===== src/rtl/icb_pkg.sv =====
package icb_pkg;

    localparam int unsigned OFS_CAUSE = 32'h00;
    localparam int unsigned OFS_MSET  = 32'h04;
    localparam int unsigned OFS_MCLR  = 32'h08;
    localparam int unsigned OFS_MVAL  = 32'h0C;
    localparam int unsigned OFS_MODE  = 32'h10;

    typedef enum logic [0:0] {
        IRQ_IDLE = 1'b0,
        IRQ_PEND = 1'b1
    } irq_state_e;

    typedef struct packed {
        logic cause_wr;
        logic cause_rd;
        logic mset_wr;
        logic mclr_wr;
        logic mode_wr;
    } strobe_t;

endpackage


===== src/rtl/icb_host_port.sv =====
module icb_host_port
    import icb_pkg::*;
#(
    parameter int unsigned ADDR_W = 8,
    parameter int unsigned DATA_W = 32
) (
    input  logic              clk,
    input  logic              rst_n,
    input  logic [ADDR_W-1:0] addr_i,
    input  logic              wr_en_i,
    input  logic              rd_en_i,
    input  logic [DATA_W-1:0] cause_q,
    input  logic [DATA_W-1:0] mask_q,
    input  logic [DATA_W-1:0] mode_q,
    output strobe_t           strb_o,
    output logic [DATA_W-1:0] rd_data_o
);

    localparam logic [ADDR_W-1:0] A_CAUSE = ADDR_W'(OFS_CAUSE);
    localparam logic [ADDR_W-1:0] A_MSET  = ADDR_W'(OFS_MSET);
    localparam logic [ADDR_W-1:0] A_MCLR  = ADDR_W'(OFS_MCLR);
    localparam logic [ADDR_W-1:0] A_MVAL  = ADDR_W'(OFS_MVAL);
    localparam logic [ADDR_W-1:0] A_MODE  = ADDR_W'(OFS_MODE);

    logic [DATA_W-1:0] rd_mux;

    // Decode the host strobes; a write to the mask-value offset matches nothing.
    always_comb begin
        strb_o          = '0;
        strb_o.cause_wr = wr_en_i && (addr_i == A_CAUSE);
        strb_o.cause_rd = rd_en_i && (addr_i == A_CAUSE);
        strb_o.mset_wr  = wr_en_i && (addr_i == A_MSET);
        strb_o.mclr_wr  = wr_en_i && (addr_i == A_MCLR);
        strb_o.mode_wr  = wr_en_i && (addr_i == A_MODE);
    end

    always_comb begin
        unique case (addr_i)
            A_CAUSE: rd_mux = cause_q;
            A_MVAL:  rd_mux = mask_q;
            A_MODE:  rd_mux = mode_q;
            default: rd_mux = '0;
        endcase
    end

    always_ff @(posedge clk or negedge rst_n) begin
        if (!rst_n) begin
            rd_data_o <= '0;
        end else if (rd_en_i) begin
            rd_data_o <= rd_mux;
        end
    end

endmodule


===== src/rtl/icb_cause_bank.sv =====
module icb_cause_bank #(
    parameter int unsigned N = 32
) (
    input  logic         clk,
    input  logic         rst_n,
    input  logic [N-1:0] evt_i,
    input  logic [N-1:0] wr_data_i,
    input  logic         cause_wr_i,
    input  logic         cause_rd_i,
    input  logic [N-1:0] mode_i,
    output logic [N-1:0] cause_q
);

    for (genvar i = 0; i < N; i++) begin : g_bit
        logic ack;

        // Mode 1: acknowledged by a read. Mode 0: acknowledged by writing 1.
        assign ack = mode_i[i] ? cause_rd_i : (cause_wr_i && wr_data_i[i]);

        always_ff @(posedge clk or negedge rst_n) begin
            if (!rst_n) begin
                cause_q[i] <= 1'b0;
            end else begin
                cause_q[i] <= evt_i[i] | (cause_q[i] & ~ack);
            end
        end
    end

endmodule


===== src/rtl/icb_mask_bank.sv =====
module icb_mask_bank #(
    parameter int unsigned N = 32
) (
    input  logic         clk,
    input  logic         rst_n,
    input  logic [N-1:0] wr_data_i,
    input  logic         mset_wr_i,
    input  logic         mclr_wr_i,
    input  logic         mode_wr_i,
    output logic [N-1:0] mask_q,
    output logic [N-1:0] mode_q
);

    always_ff @(posedge clk or negedge rst_n) begin
        if (!rst_n) begin
            mask_q <= '1;
        end else if (mset_wr_i) begin
            mask_q <= mask_q | wr_data_i;
        end else if (mclr_wr_i) begin
            mask_q <= mask_q & ~wr_data_i;
        end
    end

    always_ff @(posedge clk or negedge rst_n) begin
        if (!rst_n) begin
            mode_q <= '0;
        end else if (mode_wr_i) begin
            mode_q <= wr_data_i;
        end
    end

endmodule


===== src/rtl/icb_irq_fsm.sv =====
module icb_irq_fsm
    import icb_pkg::*;
#(
    parameter int unsigned N = 32
) (
    input  logic         clk,
    input  logic         rst_n,
    input  logic [N-1:0] cause_i,
    input  logic [N-1:0] mask_i,
    output logic         irq_o
);

    irq_state_e state_q, state_d;
    logic       pending;

    assign pending = |(cause_i & ~mask_i);

    always_comb begin
        state_d = state_q;
        unique case (state_q)
            IRQ_IDLE: if (pending)  state_d = IRQ_PEND;
            IRQ_PEND: if (!pending) state_d = IRQ_IDLE;
            default:  state_d = IRQ_IDLE;
        endcase
    end

    always_ff @(posedge clk or negedge rst_n) begin
        if (!rst_n) begin
            state_q <= IRQ_IDLE;
        end else begin
            state_q <= state_d;
        end
    end

    always_comb begin
        irq_o = (state_q == IRQ_PEND);
    end

endmodule


===== src/rtl/irq_cause_bank.sv =====
module irq_cause_bank
    import icb_pkg::*;
#(
    parameter int unsigned N      = 32,
    parameter int unsigned ADDR_W = 8
) (
    input  logic              clk,
    input  logic              rst_n,
    input  logic [N-1:0]      evt_i,
    input  logic [ADDR_W-1:0] addr_i,
    input  logic              wr_en_i,
    input  logic [N-1:0]      wr_data_i,
    input  logic              rd_en_i,
    output logic [N-1:0]      rd_data_o,
    output logic              irq_o
);

    strobe_t      strb;
    logic [N-1:0] cause_q;
    logic [N-1:0] mask_q;
    logic [N-1:0] mode_q;

    icb_host_port #(.ADDR_W(ADDR_W), .DATA_W(N)) u_host (
        .clk       (clk),
        .rst_n     (rst_n),
        .addr_i    (addr_i),
        .wr_en_i   (wr_en_i),
        .rd_en_i   (rd_en_i),
        .cause_q   (cause_q),
        .mask_q    (mask_q),
        .mode_q    (mode_q),
        .strb_o    (strb),
        .rd_data_o (rd_data_o)
    );

    icb_cause_bank #(.N(N)) u_cause (
        .clk        (clk),
        .rst_n      (rst_n),
        .evt_i      (evt_i),
        .wr_data_i  (wr_data_i),
        .cause_wr_i (strb.cause_wr),
        .cause_rd_i (strb.cause_rd),
        .mode_i     (mode_q),
        .cause_q    (cause_q)
    );

    icb_mask_bank #(.N(N)) u_mask (
        .clk       (clk),
        .rst_n     (rst_n),
        .wr_data_i (wr_data_i),
        .mset_wr_i (strb.mset_wr),
        .mclr_wr_i (strb.mclr_wr),
        .mode_wr_i (strb.mode_wr),
        .mask_q    (mask_q),
        .mode_q    (mode_q)
    );

    icb_irq_fsm #(.N(N)) u_fsm (
        .clk     (clk),
        .rst_n   (rst_n),
        .cause_i (cause_q),
        .mask_i  (mask_q),
        .irq_o   (irq_o)
    );

endmodule


===== config.mk =====
export PLATFORM = sky130hd
export DESIGN_NAME = irq_cause_bank
export DESIGN_NICKNAME = d
export VERILOG_FILES = /design/src/rtl/icb_pkg.sv /design/src/rtl/icb_host_port.sv /design/src/rtl/icb_cause_bank.sv /design/src/rtl/icb_mask_bank.sv /design/src/rtl/icb_irq_fsm.sv /design/src/rtl/irq_cause_bank.sv
export SDC_FILE = /design/constraint.sdc
export NUM_CORES = 1
export LEC_CHECK = 0
export ABC_CLOCK_PERIOD_IN_PS = 2800
export BUFFER_PORTS_ARGS = -buffer_cell sky130_fd_sc_hd__buf_4
export CAP_MARGIN = 10
export CORE_ASPECT_RATIO = 0.75
export CORE_MARGIN = 4
export CORE_UTILIZATION = 35
export DETAILED_ROUTE_END_ITERATION = 8
export HOLD_SLACK_MARGIN = 0.03
export SETUP_SLACK_MARGIN = 0.02
export SKIP_CTS_REPAIR_TIMING = 1
export SYNTH_ARGS = -nofsm -noshare
export SYNTH_HDL_FRONTEND = slang
export SYNTH_SLANG_ARGS = --single-unit

===== constraint.sdc =====
create_clock -name clk -period 2.8 [get_ports clk]
set_clock_uncertainty 0.1 [all_clocks]
set_input_delay 0.28 -clock clk [delete_from_list [all_inputs] [get_ports clk]]
set_output_delay 0.28 -clock clk [all_outputs]
set_load 0.05 [all_outputs]

# Word-level counts from Yosys, hierarchy flattened
# Cells that the tools add are included.
[totals]
reg_bits = 129
out_inout_bits = 33
wordCells = 217
[classes]
n_eq_ne = 4
n_mux = 36
reduce_logical = 40
n_bitwise = 101
[op_table]
columns = ["cell", "n"]
rows = [
  ["32-bit one-hot mux with 3 select lines", 1],
  ["32-bit bitwise AND", 2],
  ["32-bit two-way mux", 2],
  ["32-bit inverter", 2],
  ["1-bit logical AND", 37],
  ["1-bit two-way mux", 33],
  ["1-bit bitwise AND", 32],
  ["1-bit inverter", 32],
  ["1-bit bitwise OR", 32],
  ["32-bit bitwise OR", 1],
  ["32-bit OR reduction", 1],
  ["8-bit by 4-bit == test with 1-bit output, second input constant", 2],
  ["8-bit by 3-bit == test with 1-bit output, second input constant", 1],
  ["8-bit by 5-bit == test with 1-bit output, second input constant", 1],
  ["8-bit zero test", 1],
  ["2-bit nonzero test", 1],
]

# Logic depth before layout (Yosys ltp)
[depth]
word_depth = 7
mapped_depth = 7
mapped_depth_nobuf = 4

# By module
# A second synthesis with hierarchy kept.
[hier_totals]
cells_unflattened = 520
area_unflattened_um2 = 6200.9
[modules_own_cells]
columns = ["module", "instances", "cells_each", "area_each_um2"]
rows = [
  ["icb_mask_bank", 1, 170, 2635.0],
  ["icb_host_port", 1, 162, 1799.2],
  ["icb_cause_bank", 1, 134, 1490.2],
  ["icb_irq_fsm", 1, 54, 276.5],
]

# Worst setup path after synthesis
# No wires, ideal clock.
[synth_path]
path_type = "input-to-reg"
startpoint = "in addr_i[7]"
endpoint = "reg u_cause.cause_q[0]"
setup_slack_ps = 1119
arrival_ps = 1463
setup_ps = 118
path_stages = 7
cell_sequence = "nor4_1 buf_2 and2_1 buf_2 buf_2 nand2_1 a21o_1"
[synth_between]
elab_chain_len = 7
[synth_rtl]
columns = ["element", "line", "text"]
rows = [
  ["start: declaration", "irq_cause_bank.sv:10", "input logic [ADDR_W-1:0] addr_i,"],
  ["8-bit zero test (*)", "icb_host_port.sv:30, icb_host_port.sv:31", ""],
  ["1-bit logical AND", "icb_host_port.sv:30", "strb_o.cause_wr = wr_en_i && (addr_i == A_CAUSE);"],
  ["1-bit logical AND", "icb_cause_bank.sv:18", "assign ack = mode_i[i] ? cause_rd_i : (cause_wr_i && wr_data_i[i]);"],
  ["1-bit two-way mux (*)", "icb_cause_bank.sv:18", ""],
  ["1-bit inverter (*)", "icb_cause_bank.sv:24", "cause_q[i] <= evt_i[i] | (cause_q[i] & ~ack);"],
  ["1-bit bitwise AND (*)", "icb_cause_bank.sv:24", ""],
  ["1-bit bitwise OR (*)", "icb_cause_bank.sv:24", ""],
  ["end signal: indexed assignment", "icb_cause_bank.sv:24", ""],
  ["end: declaration", "icb_cause_bank.sv:11", "output logic [N-1:0] cause_q"],
]
# Mark *: on every way between the ends. The rest lies on a longest branch, timed or not.
# A chain may end at the register's enable or synchronous reset.

# Worst setup path in the final report
[layout_path]
startpoint = "in addr_i[1]"
endpoint = "reg u_cause.cause_q[29]"
# The elaborated chain is that of the path after synthesis.

==> flow_summary.json <==
{
  "insertion_delay_ps": 420,
  "cp_slowest_cell": "buf_4",
  "min_to": "u_mask.mode_q[31]",
  "yosys_most_used_dff": "dfrtp_1",
  "cts-buffers-inserted": 17,
  "crit_fanout": 39,
  "required_ps": 3000,
  "cts-root-buf": "clkbuf_16",
  "min_from": "wr_data_i[31]",
  "die-height_um": 123,
  "syn_to_final_growth_pct": 36.5,
  "first_pass_iters": 4,
  "p_per_area_mw_per_mm2": 545,
  "r2r-end": "u_fsm.irq_o",
  "path_cells": "buf_4 > nor4_4 > buf_4 > and2_1 > buf_4 > nand2_1 > a21o_1",
  "syn-num-nets": 703,
  "ys_seq_area_frac": 0.526,
  "drtIter0Drc": 438,
  "diodes": 0,
  "whs_path_depth": 2,
  "clock.fmax_ghz": 0.520,
  "final_common_cell": "nand2_1",
  "pin_count": 109,
  "worst_path_most_repeated_cell": "buf_4",
  "vias_per_cell": 5.26,
  "met2WireLength_um": 8750,
  "synth_area_mm2": 0.00622,
  "core.rowCount": 41,
  "reg2reg_slack_ps": 1300,
  "slowest_delay_ps": 470,
  "port_buffers": 108,
  "tritoncts": "done",
  "vias": 5454,
  "max_slew_margin": 0.614,
  "grt_usage": 0.199,
  "grt_max_degree": 48,
  "nets": 863,
  "avgRoutedWirePerCell_um": 18.9,
  "cts.clk_slew.worst_paths_ps": 60,
  "antenna_found_initial": 0,
  "top_layer_used": "met4",
  "drcViolationCount": 0,
  "gr-total-overflow": 0,
  "synth-edff-count": 0,
  "synthCells": 627,
  "max-cap-violations": 0,
  "gp_congestion": 0.804,
  "wl_met1_um": 9320,
  "irDropWorstVdd_mv": 0.349,
  "hpwl_um": 12700,
  "ctsLongestPathBuffers": 2,
  "grt_pass1_wl_um": 30700,
  "wirelength_um": 19600,
  "coreArea_mm2": 0.0171,
  "hold-worst-slack_ps": 42.2,
  "path_class": "input pin to flip-flop",
  "yosys_warnings": 0,
  "setup_viol": 0,
  "grt_pass1_vias": 5467,
  "leakagePower_nw": 3.72,
  "cts.sinks": 129,
  "wl_met3_um": 1230,
  "yosys_register_bits": 129,
  "ff2ff_path_depth": 3,
  "die-area_mm2": 0.0200,
  "crit_path_start": "addr_i[1]",
  "finalHoldViolations": 0,
  "slew_violations": 0,
  "fp.dieW_um": 162,
  "postRouteAntennaNets": 0,
  "hold_class": "input pin to flip-flop",
  "synthDistinctLibCells": 30,
  "timing.final.crit_share": 0.686,
  "endpoint_kind": "flip-flop",
  "initial_core_util": 0.363,
  "final.setup.tns_ps": 0,
  "async_flop_share": 1.00,
  "worstPathArrival_ps": 2130,
  "outcome": "finished, final reports clean",
  "layout_common_cells": "nand2_1 (128), buf_4 (123), dfrtp_1 (97)",
  "rsz0062_at_grt": "no",
  "syn_avg_cell_area_um2": 9.92,
  "h-tree-depth": 4,
  "worst_pin_slew_ps": 578,
  "drive_gt1_frac": 0.243,
  "start_kind": "input pin",
  "fin_crit_ps": 1920
}
## critical path, delay by kind of cell
| kind | cells | cell delay (ps) |
|---|---|---|
| buffers and inverters | 3 | 1000 |
| AO/OA/AOI/OAI | 1 | 200 |
| AND/OR/NAND/NOR | 3 | 630 |
## worst max-delay path by stage
stage / endpoint / slack [ps] / cells past startpoint
detailed placement: u_cause.cause_q[31] / 490 / 7
CTS: u_cause.cause_q[16] / 900 / 7
global route: u_cause.cause_q[29] / 810 / 7
floorplan: u_cause.cause_q[0] / 1120 / 7
global placement: u_cause.cause_q[17] / 550 / 7
finish: u_cause.cause_q[29] / 880 / 7
## where the power goes
group	internal [W]	total (W)	leakage (nW)	switching [W]
logic	0.000194	0.000380	1.93	0.000186
clock network	0.00142	0.00228	0.285	0.000854
registers	0.00193	0.00197	1.51	0.0000437
total	0.00355	0.00463	3.72	0.00108
## metrics by stage
step	instance area [um2]	setup WS (ps)	instances	power (W)	utilization
after floorplan	6220	1120	627	0.00210	-
after global placement	7280	551	944	0.00230	0.425
after detailed placement	7280	493	944	0.00231	0.425
after CTS	7890	900	976	0.00460	0.460
after global routing	8490	812	1036	0.00480	0.495
final	8490	878	1036	0.00463	0.495
## logic make-up (layout without fill, tap and decap cells)
family / Yosys count / after routing / share of synthesized area
AOI/OAI and AO/OA: 209 / 209 / 0.242
buffers and inverters: 108 / 281 / 0.0731
DFF: 129 / 129 / 0.526
muxes: 32 / 32 / 0.0580
and+or+nand+nor: 149 / 149 / 0.102
## routing by layer
metal  GRT usage  vias to the layer above
li1            -                     2531
met1       0.285                     2677
met2       0.299                      221
met3      0.0463                       25
met4      0.0639                        0
met5           0                        -
## Yosys cell counts, drive strengths merged (2+ instances only)
cell type | instances | area share
nand2 | 129 | 0.078
dfstp | 32 | 0.14
mux2 | 32 | 0.058
dfrtp | 97 | 0.39
nor4 | 6 | 0.0085
clkbuf | 20 | 0.012
a22oi | 32 | 0.039
inv | 64 | 0.039
o22ai | 48 | 0.048
a22o | 59 | 0.083
o21a | 5 | 0.0060
a21o | 32 | 0.039
o21ai | 32 | 0.026
buf | 24 | 0.022
and4b | 2 | 0.0032
nand3 | 5 | 0.0040
## layout make-up
class | count | area, um2
Multi-Input combinational cell | 390 | 2520
Inverter | 64 | 240
Timing Repair Buffer | 185 | 1560
Sequential cell | 129 | 3270
Tap cell | 236 | 295
Clock inverter | 13 | 161
Clock buffer | 19 | 443
Fill cell | 1598 | 8650
(Power assumes the default switching activity.)
